===== src/rtl/ddr2_cmd_pkg.sv =====
package ddr2_cmd_pkg;

  typedef enum logic [2:0] {
    OP_MRS = 3'd0,
    OP_ACT = 3'd1,
    OP_RD  = 3'd2,
    OP_WR  = 3'd3,
    OP_PRE = 3'd4
  } op_e;

  // {cs_n, ras_n, cas_n, we_n}
  typedef struct packed {
    logic cs_n;
    logic ras_n;
    logic cas_n;
    logic we_n;
  } pins_t;

  localparam pins_t PINS_DESEL = 4'b1111;
  localparam pins_t PINS_NOP   = 4'b0111;
  localparam pins_t PINS_ACT   = 4'b0011;
  localparam pins_t PINS_RD    = 4'b0101;
  localparam pins_t PINS_WR    = 4'b0100;
  localparam pins_t PINS_PRE   = 4'b0010;
  localparam pins_t PINS_MRS   = 4'b0000;

  localparam int AP_BIT = 10;

endpackage


===== src/rtl/ddr2_bank_track.sv =====
module ddr2_bank_track #(
  parameter int ADDR_W    = 14,
  parameter int T_RCD     = 4,
  parameter int T_RP      = 3,
  parameter int ADD_LAT   = 2,
  parameter int BURST_LEN = 4
) (
  input  logic              clk,
  input  logic              rst,
  input  logic              act_i,
  input  logic              col_i,
  input  logic              ap_i,
  input  logic              pre_i,
  input  logic [ADDR_W-1:0] row_i,
  output logic              open_o,
  output logic [ADDR_W-1:0] row_o,
  output logic              act_ok_o,
  output logic              col_ok_o,
  output logic              pre_ok_o,
  output logic              idle_o
);
  localparam int AP_WAIT = ADD_LAT + BURST_LEN / 2 + T_RP;
  localparam int CNT_MAX = (AP_WAIT > T_RCD) ? AP_WAIT : T_RCD;
  localparam int CW      = $clog2(CNT_MAX + 1);
  localparam logic [CW-1:0] LD_RCD = CW'(T_RCD - 1);
  localparam logic [CW-1:0] LD_RP  = CW'(T_RP - 1);
  localparam logic [CW-1:0] LD_AP  = CW'(AP_WAIT - 1);
  localparam logic [CW-1:0] AL_LIM = CW'(ADD_LAT);

  logic [CW-1:0] cnt_q;
  logic          open_q;
  logic [ADDR_W-1:0] row_q;

  always_ff @(posedge clk) begin
    if (rst) begin
      cnt_q  <= '0;
      open_q <= 1'b0;
      row_q  <= '0;
    end else if (act_i) begin
      cnt_q  <= LD_RCD;
      open_q <= 1'b1;
      row_q  <= row_i;
    end else if (col_i && ap_i) begin
      cnt_q  <= LD_AP;
      open_q <= 1'b0;
    end else if (pre_i) begin
      cnt_q  <= LD_RP;
      open_q <= 1'b0;
    end else if (cnt_q != '0) begin
      cnt_q  <= cnt_q - 1'b1;
    end
  end

  assign open_o   = open_q;
  assign row_o    = row_q;
  assign act_ok_o = !open_q && (cnt_q == '0);
  assign col_ok_o = open_q && (cnt_q <= AL_LIM);
  assign pre_ok_o = open_q || (cnt_q == '0);
  assign idle_o   = !open_q && (cnt_q == '0);
endmodule


===== src/rtl/ddr2_posted_pipe.sv =====
module ddr2_posted_pipe #(
  parameter int DEPTH = 2,
  parameter int BA_W  = 2
) (
  input  logic            clk,
  input  logic            rst,
  input  logic            v_i,
  input  logic            wr_i,
  input  logic [BA_W-1:0] bank_i,
  output logic            v_o,
  output logic            wr_o,
  output logic [BA_W-1:0] bank_o
);
  logic [DEPTH:0]  v_q;
  logic [DEPTH:0]  wr_q;
  logic [BA_W-1:0] bank_q [DEPTH+1];

  always_ff @(posedge clk) begin
    if (rst) begin
      v_q  <= '0;
      wr_q <= '0;
      for (int s = 0; s <= DEPTH; s++) bank_q[s] <= '0;
    end else begin
      v_q[0]    <= v_i;
      wr_q[0]   <= wr_i;
      bank_q[0] <= bank_i;
      for (int s = DEPTH; s > 0; s--) begin
        v_q[s]    <= v_q[s-1];
        wr_q[s]   <= wr_q[s-1];
        bank_q[s] <= bank_q[s-1];
      end
    end
  end

  assign v_o    = v_q[DEPTH];
  assign wr_o   = wr_q[DEPTH];
  assign bank_o = bank_q[DEPTH];
endmodule


===== src/rtl/ddr2_cmd_issuer.sv =====
module ddr2_cmd_issuer
  import ddr2_cmd_pkg::*;
#(
  parameter int NUM_BANKS = 4,
  parameter int ADDR_W    = 14,
  parameter int T_RCD     = 4,
  parameter int T_RP      = 3,
  parameter int T_MRD     = 2,
  parameter int BURST_LEN = 4,
  parameter int ADD_LAT   = 2,
  localparam int BA_W     = (NUM_BANKS > 1) ? $clog2(NUM_BANKS) : 1
) (
  input  logic                        clk,
  input  logic                        rst,
  input  logic                        en,
  input  logic                        req_valid,
  input  logic [2:0]                  req_op,
  input  logic [BA_W-1:0]             req_bank,
  input  logic [ADDR_W-1:0]           req_addr,
  output logic                        cs_n,
  output logic                        ras_n,
  output logic                        cas_n,
  output logic                        we_n,
  output logic [BA_W-1:0]             ba_o,
  output logic [ADDR_W-1:0]           addr_o,
  output logic                        err,
  output logic [NUM_BANKS-1:0]        bank_open,
  output logic [NUM_BANKS*ADDR_W-1:0] open_rows,
  output logic                        eff_valid,
  output logic                        eff_write,
  output logic [BA_W-1:0]             eff_bank
);
  localparam int MW = (T_MRD > 1) ? $clog2(T_MRD + 1) : 1;
  localparam logic [MW-1:0] LD_MRD = MW'(T_MRD - 1);

  op_e op;
  assign op = op_e'(req_op);

  logic [NUM_BANKS-1:0] act_sel, col_sel, pre_sel;
  logic [NUM_BANKS-1:0] act_ok, col_ok, pre_ok, idle;
  logic [MW-1:0]        mrd_q;
  logic                 legal, issue, reject, is_col;
  pins_t                pins_q;

  always_comb begin
    case (op)
      OP_MRS:       legal = &idle;
      OP_ACT:       legal = act_ok[req_bank];
      OP_RD, OP_WR: legal = col_ok[req_bank];
      OP_PRE:       legal = pre_ok[req_bank];
      default:      legal = 1'b0;
    endcase
    legal  = legal && (mrd_q == '0);
    issue  = en && req_valid && legal;
    reject = en && req_valid && !legal;
    is_col = (op == OP_RD) || (op == OP_WR);
  end

  generate
    for (genvar b = 0; b < NUM_BANKS; b++) begin : g_bank
      assign act_sel[b] = issue && (op == OP_ACT) && (req_bank == BA_W'(b));
      assign col_sel[b] = issue && is_col && (req_bank == BA_W'(b));
      assign pre_sel[b] = issue && (op == OP_PRE) && (req_bank == BA_W'(b));

      ddr2_bank_track #(
        .ADDR_W(ADDR_W), .T_RCD(T_RCD), .T_RP(T_RP),
        .ADD_LAT(ADD_LAT), .BURST_LEN(BURST_LEN)
      ) u_bank (
        .clk(clk), .rst(rst),
        .act_i(act_sel[b]), .col_i(col_sel[b]),
        .ap_i(req_addr[AP_BIT]), .pre_i(pre_sel[b]),
        .row_i(req_addr),
        .open_o(bank_open[b]), .row_o(open_rows[b*ADDR_W +: ADDR_W]),
        .act_ok_o(act_ok[b]), .col_ok_o(col_ok[b]),
        .pre_ok_o(pre_ok[b]), .idle_o(idle[b])
      );
    end
  endgenerate

  always_ff @(posedge clk) begin
    if (rst) begin
      mrd_q <= '0;
    end else if (issue && op == OP_MRS) begin
      mrd_q <= LD_MRD;
    end else if (mrd_q != '0) begin
      mrd_q <= mrd_q - 1'b1;
    end
  end

  always_ff @(posedge clk) begin
    if (rst || !en) begin
      pins_q <= PINS_DESEL;
      ba_o   <= '0;
      addr_o <= '0;
      err    <= 1'b0;
    end else if (issue) begin
      case (op)
        OP_MRS:  pins_q <= PINS_MRS;
        OP_ACT:  pins_q <= PINS_ACT;
        OP_RD:   pins_q <= PINS_RD;
        OP_WR:   pins_q <= PINS_WR;
        default: pins_q <= PINS_PRE;
      endcase
      ba_o   <= req_bank;
      addr_o <= req_addr;
      err    <= 1'b0;
    end else begin
      pins_q <= PINS_NOP;
      ba_o   <= '0;
      addr_o <= '0;
      err    <= reject;
    end
  end

  assign cs_n  = pins_q.cs_n;
  assign ras_n = pins_q.ras_n;
  assign cas_n = pins_q.cas_n;
  assign we_n  = pins_q.we_n;

  ddr2_posted_pipe #(.DEPTH(ADD_LAT), .BA_W(BA_W)) u_pipe (
    .clk(clk), .rst(rst),
    .v_i(issue && is_col), .wr_i(op == OP_WR), .bank_i(req_bank),
    .v_o(eff_valid), .wr_o(eff_write), .bank_o(eff_bank)
  );
endmodule


===== config.mk =====
export PLATFORM = sky130hd
export DESIGN_NAME = ddr2_cmd_issuer
export DESIGN_NICKNAME = d
export VERILOG_FILES = /design/src/rtl/ddr2_cmd_pkg.sv /design/src/rtl/ddr2_bank_track.sv /design/src/rtl/ddr2_posted_pipe.sv /design/src/rtl/ddr2_cmd_issuer.sv
export SDC_FILE = /design/constraint.sdc
export NUM_CORES = 1
export LEC_CHECK = 0
export ABC_CLOCK_PERIOD_IN_PS = 3800
export BUFFER_PORTS_ARGS = -buffer_cell sky130_fd_sc_hd__buf_2
export CAP_MARGIN = 25
export CORE_MARGIN = 2
export CORE_UTILIZATION = 45
export CTS_BUF_LIST = sky130_fd_sc_hd__clkbuf_2
export DETAILED_ROUTE_END_ITERATION = 12
export PLACE_DENSITY = 0.77
export SYNTH_ARGS = -nofsm -noshare
export SYNTH_HDL_FRONTEND = slang
export SYNTH_SLANG_ARGS = --single-unit
export TNS_END_PERCENT = 20

===== constraint.sdc =====
create_clock -name clk -period 3.8 [get_ports clk]
set_clock_uncertainty 0.15 [all_clocks]
set_input_delay 0.19 -clock clk [delete_from_list [all_inputs] [get_ports clk]]
set_output_delay 0.19 -clock clk [all_outputs]
set_load 0.02 [all_outputs]

After elaboration in Yosys (flattened, before gate mapping)
Memories as Yosys holds them, arrays and structs flattened.
Cells that the tools add are included.
{ "word_totals": {"ff_bits": 101, "ram_bits": 6, "in_bits": 23, "output_inout_bits": 85, "elab_cells": 172, "mem_count": 1} }
{ "op_classes": {"addsub": 5, "n_lt_le_gt_ge": 5, "eq_ne": 7, "mux": 45, "bitwise_logic": 4, "n_reduce_logical": 78} }
{ "mem_list": {"columns": ["memory", "words", "word_bits", "read_ports", "rd_ports_with_merged_regs", "wr", "line", "rtl"], "rows": [
  ["u_pipe.bank_q", 3, 2, 3, 0, 3, "ddr2_posted_pipe.sv:16", "logic [BA_W-1:0] bank_q [DEPTH+1];"]
]} }
{ "op_table": {"columns": ["operator", "n"], "rows": [
  ["$mux W3", 12],
  ["$reduce_bool A3 Y1", 12],
  ["$logic_and A1 B1 Y1", 32],
  ["$mux W1", 20],
  ["$reduce_bool A4 Y1", 4],
  ["$reduce_or A2 Y1", 8],
  ["$logic_not A3 Y1", 5],
  ["$mux W2", 7],
  ["$le A3 B2 Y1 const B", 4],
  ["$pmux W3 S4", 1],
  ["$sub A3 B1 Y3 const B", 4],
  ["$bmux W1 S2", 3],
  ["$eq A3 B2 Y1 const B", 2],
  ["$logic_not A1 Y1", 6],
  ["$logic_or A1 B1 Y1", 6],
  ["$eq A2 B2 Y1 const B", 2],
  ["$logic_not A2 Y1", 2],
  ["$mux W4", 1],
  ["$pmux W1 S4", 1],
  ["$reduce_and A4 Y1", 1],
  ["$reduce_bool A2 Y1", 2],
  ["$eq A3 B1 Y1 const B", 1],
  ["$eq A3 B3 Y1 const B", 1],
  ["$lt A2 B3 Y1 const B", 1],
  ["other kinds (4)", 6]
]} }

Depth between registers and ports, before layout
{ "depth": {"depth_word": 12, "ltp_mapped": 12, "mapped_depth_nobuf": 9} }

Modules after synthesis
A second synthesis with hierarchy kept.
{ "hier_totals": {"cells_unflattened": 440, "hier_area_um2": 4583.1} }
{ "by_module_without_submodules": {"columns": ["module", "n_inst", "cells_each", "area_each_um2"], "rows": [
  ["ddr2_bank_track", 4, 75, 780.7],
  ["ddr2_cmd_issuer", 1, 113, 1078.5],
  ["ddr2_posted_pipe", 1, 27, 381.6]
]} }

Worst setup path after synthesis
OpenSTA, ideal clock, no wires.
{ "synth_path": {"kind": "reg2reg", "start": "register g_bank[1].u_bank.cnt_q[0]", "end": "register addr_o[11]", "setup_time_ns": 0.113, "arrival_ns": 2.516, "path_slack_ns": 1.022, "path_stages_with_launch": 13, "synth_period_minus_slack_ns": 2.778, "cell_sequence": "dfxtp_1 > inv_1 > ha_1 > ha_1 > buf_6 > nor2b_1 > mux4_2 > and4_4 > buf_6 > a211oi_4 > nor3_2 > buf_6 > and2_4"} }
{ "synth_via": {"elab_chain_len": 9, "elab_cells_between_ends": 17} }
{ "synth_rtl": {"columns": ["item", "line", "rtl"], "rows": [
  ["start: declaration", "ddr2_bank_track.sv:30", "logic [CW-1:0] cnt_q;"],
  ["start signal: assignment", "ddr2_bank_track.sv:50", "cnt_q <= cnt_q - 1'b1;"],
  ["$le A3 B2 Y1 / $logic_not A3 Y1 (equally long branches)", null, null],
  ["$logic_and A1 B1 Y1 (tied with other cells)", "ddr2_bank_track.sv:57", "assign col_ok_o = open_q && (cnt_q <= AL_LIM);"],
  ["$bmux W1 S2, on equally long branches", "ddr2_cmd_issuer.sv:49, ddr2_cmd_issuer.sv:48, ddr2_cmd_issuer.sv:50", null],
  ["$mux W1, on equally long branches", "ddr2_cmd_issuer.sv:49, ddr2_cmd_issuer.sv:48, ddr2_cmd_issuer.sv:50", null],
  ["$pmux W1 S4 *", "ddr2_cmd_issuer.sv:46", "case (op)"],
  ["$logic_and A1 B1 Y1 *", "ddr2_cmd_issuer.sv:53", "legal = legal && (mrd_q == '0);"],
  ["$logic_and A1 B1 Y1 *", "ddr2_cmd_issuer.sv:54", "issue = en && req_valid && legal;"],
  ["$not A1 Y1 (no source line) *", null, null],
  ["$reduce_or A2 Y1 (no source line) *", null, null],
  ["end signal: assignment", "ddr2_cmd_issuer.sv:105", "addr_o <= req_addr;"],
  ["end: declaration", "ddr2_cmd_issuer.sv:25", "output logic [ADDR_W-1:0] addr_o,"]
]} }
Mark *: on every way between the ends. The rest lies on a longest branch, timed or not. The select of a mux whose other input is x is not followed.
A chain may end at the register's enable or synchronous reset.

Final worst setup path
{ "layout_path": {"start": "register g_bank[3].u_bank.cnt_q[0]", "end": "register g_bank[0].u_bank.row_q[0]"} }
{ "layout_via": {"elab_chain_len": 9, "elab_cells_between_ends": 17} }
{ "layout_rtl": {"columns": ["item", "line", "rtl"], "rows": [
  ["start: declaration", "ddr2_bank_track.sv:30", null],
  ["start signal: assignment", "ddr2_bank_track.sv:50", null],
  ["$le A3 B2 Y1 / $logic_not A3 Y1 (equally long branches)", null, null],
  ["$logic_and A1 B1 Y1 (tied with other cells)", "ddr2_bank_track.sv:57", null],
  ["$bmux W1 S2, on equally long branches", "ddr2_cmd_issuer.sv:49, ddr2_cmd_issuer.sv:48, ddr2_cmd_issuer.sv:50", null],
  ["$mux W1, on equally long branches", "ddr2_cmd_issuer.sv:49, ddr2_cmd_issuer.sv:48, ddr2_cmd_issuer.sv:50", null],
  ["$pmux W1 S4 *", "ddr2_cmd_issuer.sv:46", null],
  ["$logic_and A1 B1 Y1 *", "ddr2_cmd_issuer.sv:53", null],
  ["$logic_and A1 B1 Y1 *", "ddr2_cmd_issuer.sv:54", null],
  ["$logic_and A1 B1 Y1 * (2 in a row)", "ddr2_cmd_issuer.sv:61", "assign act_sel[b] = issue && (op == OP_ACT) && (req_bank == BA_W'(b));"],
  ["end signal: assignment", "ddr2_bank_track.sv:42", "row_q <= row_i;"],
  ["end: declaration", "ddr2_bank_track.sv:32", "logic [ADDR_W-1:0] row_q;"]
]} }
Marked as above.

==> flow_metrics.py <==
metrics = {
    "timing": {
        "tightestPinTransition_ps": 829,
        "period_needed_ps": 3370,
        "min_period_over_period_pct": 88.7,
        "clock.fmax_mhz": 297,
        "hold_viol": 0,
        "setup_viol": 0,
        "drv_slew": 0,
        "slew_headroom_pct": 44.7,
        "finalSetupTns_ps": 0,
        "rsz0062_at_grt": "no",
    },
    "detailed_routing": {
        "wirelength_um": 11000,
        "wl_per_cell_um": 14.8,
        "drc": 0,
        "postRouteAntennaNets": 0,
        "drt_iter0_drc": 247,
        "via_per_inst": 5.16,
        "firstDrtPassIters": 5,
        "via_count": 3852,
    },
    "logic_synthesis": {
        "synth-compound-area-share_pct": 13.8,
        "synth_cells": 498,
        "ys_warn_count": 0,
        "synthAdderAreaFrac_pct": 3.81,
        "synth_xor_area_share_pct": 0.821,
        "synth_area_leader_cell": "dfxtp_1",
        "synth_top_area_share_pct": 50.2,
        "synth_mux_area_share_pct": 1.06,
        "synth_simple_gate_area_share_pct": 24.3,
        "synth_top_family_by_area": "simple AND/OR/NAND/NOR gates",
        "synthArstFlopShare_pct": 0,
        "synthFlopType": "dfxtp_1",
        "synth-edff-count": 0,
        "syn_nets": 534,
        "yosys-top-cells-area": "dfxtp_1 (50%), nand2_1 (11%), a21oi_1 (8.6%), ha_1 (3.8%), nor2b_1 (1.9%)",
        "synth-seq-cells": 107,
        "synth_cell_types": 50,
        "syn_area_um2": 4270,
        "avgSynthCellArea_um2": 8.57,
        "ys_seq_area_share_pct": 50.2,
    },
    "clocking": {
        "cts_sinks": 107,
        "ctsResizeCount": 0,
        "cts.clk_slew.worst_paths_ps": 280,
        "cts_root_buf": "clkbuf_2",
        "cts_tree": "done",
        "post-cts-setup-buffers": 0,
        "postCtsHoldBufs": 25,
        "cts_buffers": 9,
        "h-tree-depth": 3,
        "cts_max_path_buffers": 2,
        "clock_latency_ps": 540,
    },
    "critical_path": {
        "path_delay_family": "simple AND/OR/NAND/NOR gates",
        "critPathKind": "flip-flop to flip-flop",
        "required_ps": 4160,
        "cp.arrival_ps": 3730,
        "crit_path_frequent_cell": "ha_1",
        "slowest_delay_ps": 680,
        "path_cells": "inv_1, ha_1, ha_1, nor2b_1, mux4_2, and4_4, and2_0, nand2_1, a21oi_1, dlygate4sd3_1",
        "startpoint_type": "flip-flop",
        "slowest_stage": "and2_0",
        "critical_path_buf_inv_count": 2,
        "critPathMaxFanout": 14,
        "r2r_slack_ps": 430,
        "setup.worst_path.end_class": "flip-flop",
    },
    "final_layout": {
        "nets": 649,
        "final_cells": 746,
        "fin_util_pct": 56.4,
        "fin_area_um2": 5210,
        "num_antenna_cells": 0,
        "syn2layout_area_growth_pct": 22.1,
        "drive_above_1_share_pct": 22.7,
    },
    "placement": {
        "io_buffer_count": 107,
        "dp_hpwl_um": 7600,
        "placedCellCount": 706,
        "place_congestion": 0.915,
        "placed_area_um2": 4820,
    },
    "power": {
        "peakVddDrop_mv": 0.243,
        "p_per_area_nw_per_um2": 474,
        "leakagePower_nw": 2.20,
    },
    "flow_run": {
        "cap_violations": 0,
    },
    "outcome": {
        "outcome": "finished, final reports clean",
    },
    "global_route": {
        "grt_pass1_wl_um": 17500,
        "grt_max_degree": 65,
        "grt_use_total_pct": 21.6,
        "antenna_found_initial": 0,
        "gr-total-overflow": 0,
        "grt_pass1_vias": 3581,
    },
    "floorplan": {
        "die-area_um2": 10300,
        "die_w_um": 101,
        "num_rows": 35,
        "start_util_pct": 46.2,
        "coreArea_um2": 9240,
        "die_y_um": 101,
        "pin_count": 108,
    },
    "hold_path": {
        "hold_class": "input pin to flip-flop",
    },
}
-- cells in the final DEF (no fill, tap or decap), drive strengths merged, types with 2 or more instances in the layout --
| cell | n |
|---|---|
| buf | 113 |
| nand2 | 126 |
| nor4b | 2 |
| o21ai | 9 |
| and2 | 18 |
| and4b | 2 |
| nand2b | 8 |
| mux2 | 2 |
| ha | 13 |
| nand3b | 5 |
| dfxtp | 107 |
| clkbuf | 9 |
| nor3b | 4 |
| inv | 20 |
| dlygate4sd3 | 25 |
| a31oi | 4 |
| nor2b | 13 |
| clkinvlp | 2 |
| nor2 | 17 |
| nor3 | 6 |
| nor4bb | 2 |
| nand4 | 3 |
| nor4 | 5 |
| bufinv | 2 |
| o22ai | 3 |
| a211oi | 3 |
| a21oi | 73 |
| xnor2 | 3 |
-- Yosys cell counts, types with 2 or more instances --
cell type    n
buf_6        4
clkbuf_1    19
mux2_2       2
a21oi_1     73
nor3_1       5
and2_4       6
and2_1      11
nor2_1      17
inv_1       19
and4b_1      2
nor4_1       5
a211oi_1     2
nor4b_1      2
a31oi_1      4
nand2_1    126
nand3b_1     5
xnor2_1      3
nor3b_1      4
o21ai_0      4
buf_2        4
dfxtp_1    107
nor2b_1     13
nor4bb_1     2
ha_1        13
o22ai_1      3
nand4_1      3
o21ai_1      5
nand2b_1     8
buf_4        6
-- registers in the layout (all words and copies together) (netlist names) --
signal and count:
addr_o 14, g_bank.u_bank.cnt_q 12, ras_n 1, ba_o 2, u_pipe.bank_q 6, we_n 1, u_pipe.wr_q 3, mrd_q 2
err 1, g_bank.u_bank.row_o 56, g_bank.u_bank.open_o 4, cas_n 1, cs_n 1, u_pipe.v_q 3
-- tightest hold or removal path: cells and delay by family --
kind | cells | cell delay, ps
buffers and inverters | 2 | 690
AND/OR/NAND/NOR | 1 | 60
AO/OA/AOI/OAI | 1 | 50
-- cells by family (layout without fill, tap and decap cells) --
group / after synthesis / in the layout
and+or+nand+nor: 215 / 215
DFF: 107 / 107
AOI/OAI and AO/OA: 103 / 103
buffers and inverters: 53 / 172
adders and majority gates: 13 / 13
xor gates and xnor gates: 4 / 4
muxes: 3 / 3
-- per-layer routing --
layer | routed length [um] | GRT usage, %
met1 | 4890 | 29.4
met2 | 5160 | 33.3
met3 | 734 | 4.83
met4 | 233 | 8.63
met5 | 0 | 0
-- power breakdown --
group	internal, mW	total (mW)	switching, mW
logic	0.297	0.659	0.362
registers	1.19	1.23	0.0379
clock network	0.216	0.581	0.365
total	1.71	2.47	0.765
-- path summary, 6_finish.rpt --
kind | depth (start not counted) | to | startpoint
worst max-delay path | 10 | g_bank[0].u_bank.row_o[0] | g_bank[3].u_bank.cnt_q[0]
worst min-delay path | 4 | g_bank[1].u_bank.row_o[4] | req_addr[4]
worst max register to register | 10 | g_bank[0].u_bank.row_o[0] | g_bank[3].u_bank.cnt_q[0]
worst min register to register | 1 | u_pipe.v_q[2] | u_pipe.v_q[1]
-- through the flow --
stage	power [mW]	worst slack [ps]	hold slack, ps
6_report	2.47	428	292
2_1_floorplan	1.75	1020	114
3_5_place_dp	1.88	1020	264
3_3_place_gp	1.84	1130	261
4_1_cts	2.48	470	243
5_1_grt	2.62	255	227
-- layout make-up --
| class | count | area, um^2 |
|---|---|---|
| repair buffers | 138 | 831 |
| multi-input cells | 338 | 1870 |
| fillers | 821 | 4030 |
| clock inverters | 6 | 90.1 |
| clock buffers | 9 | 45.0 |
| flip-flops and latches | 107 | 2140 |
| inverters | 19 | 71.3 |
| well taps | 129 | 161 |
Power figures use the tool's default switching activity.
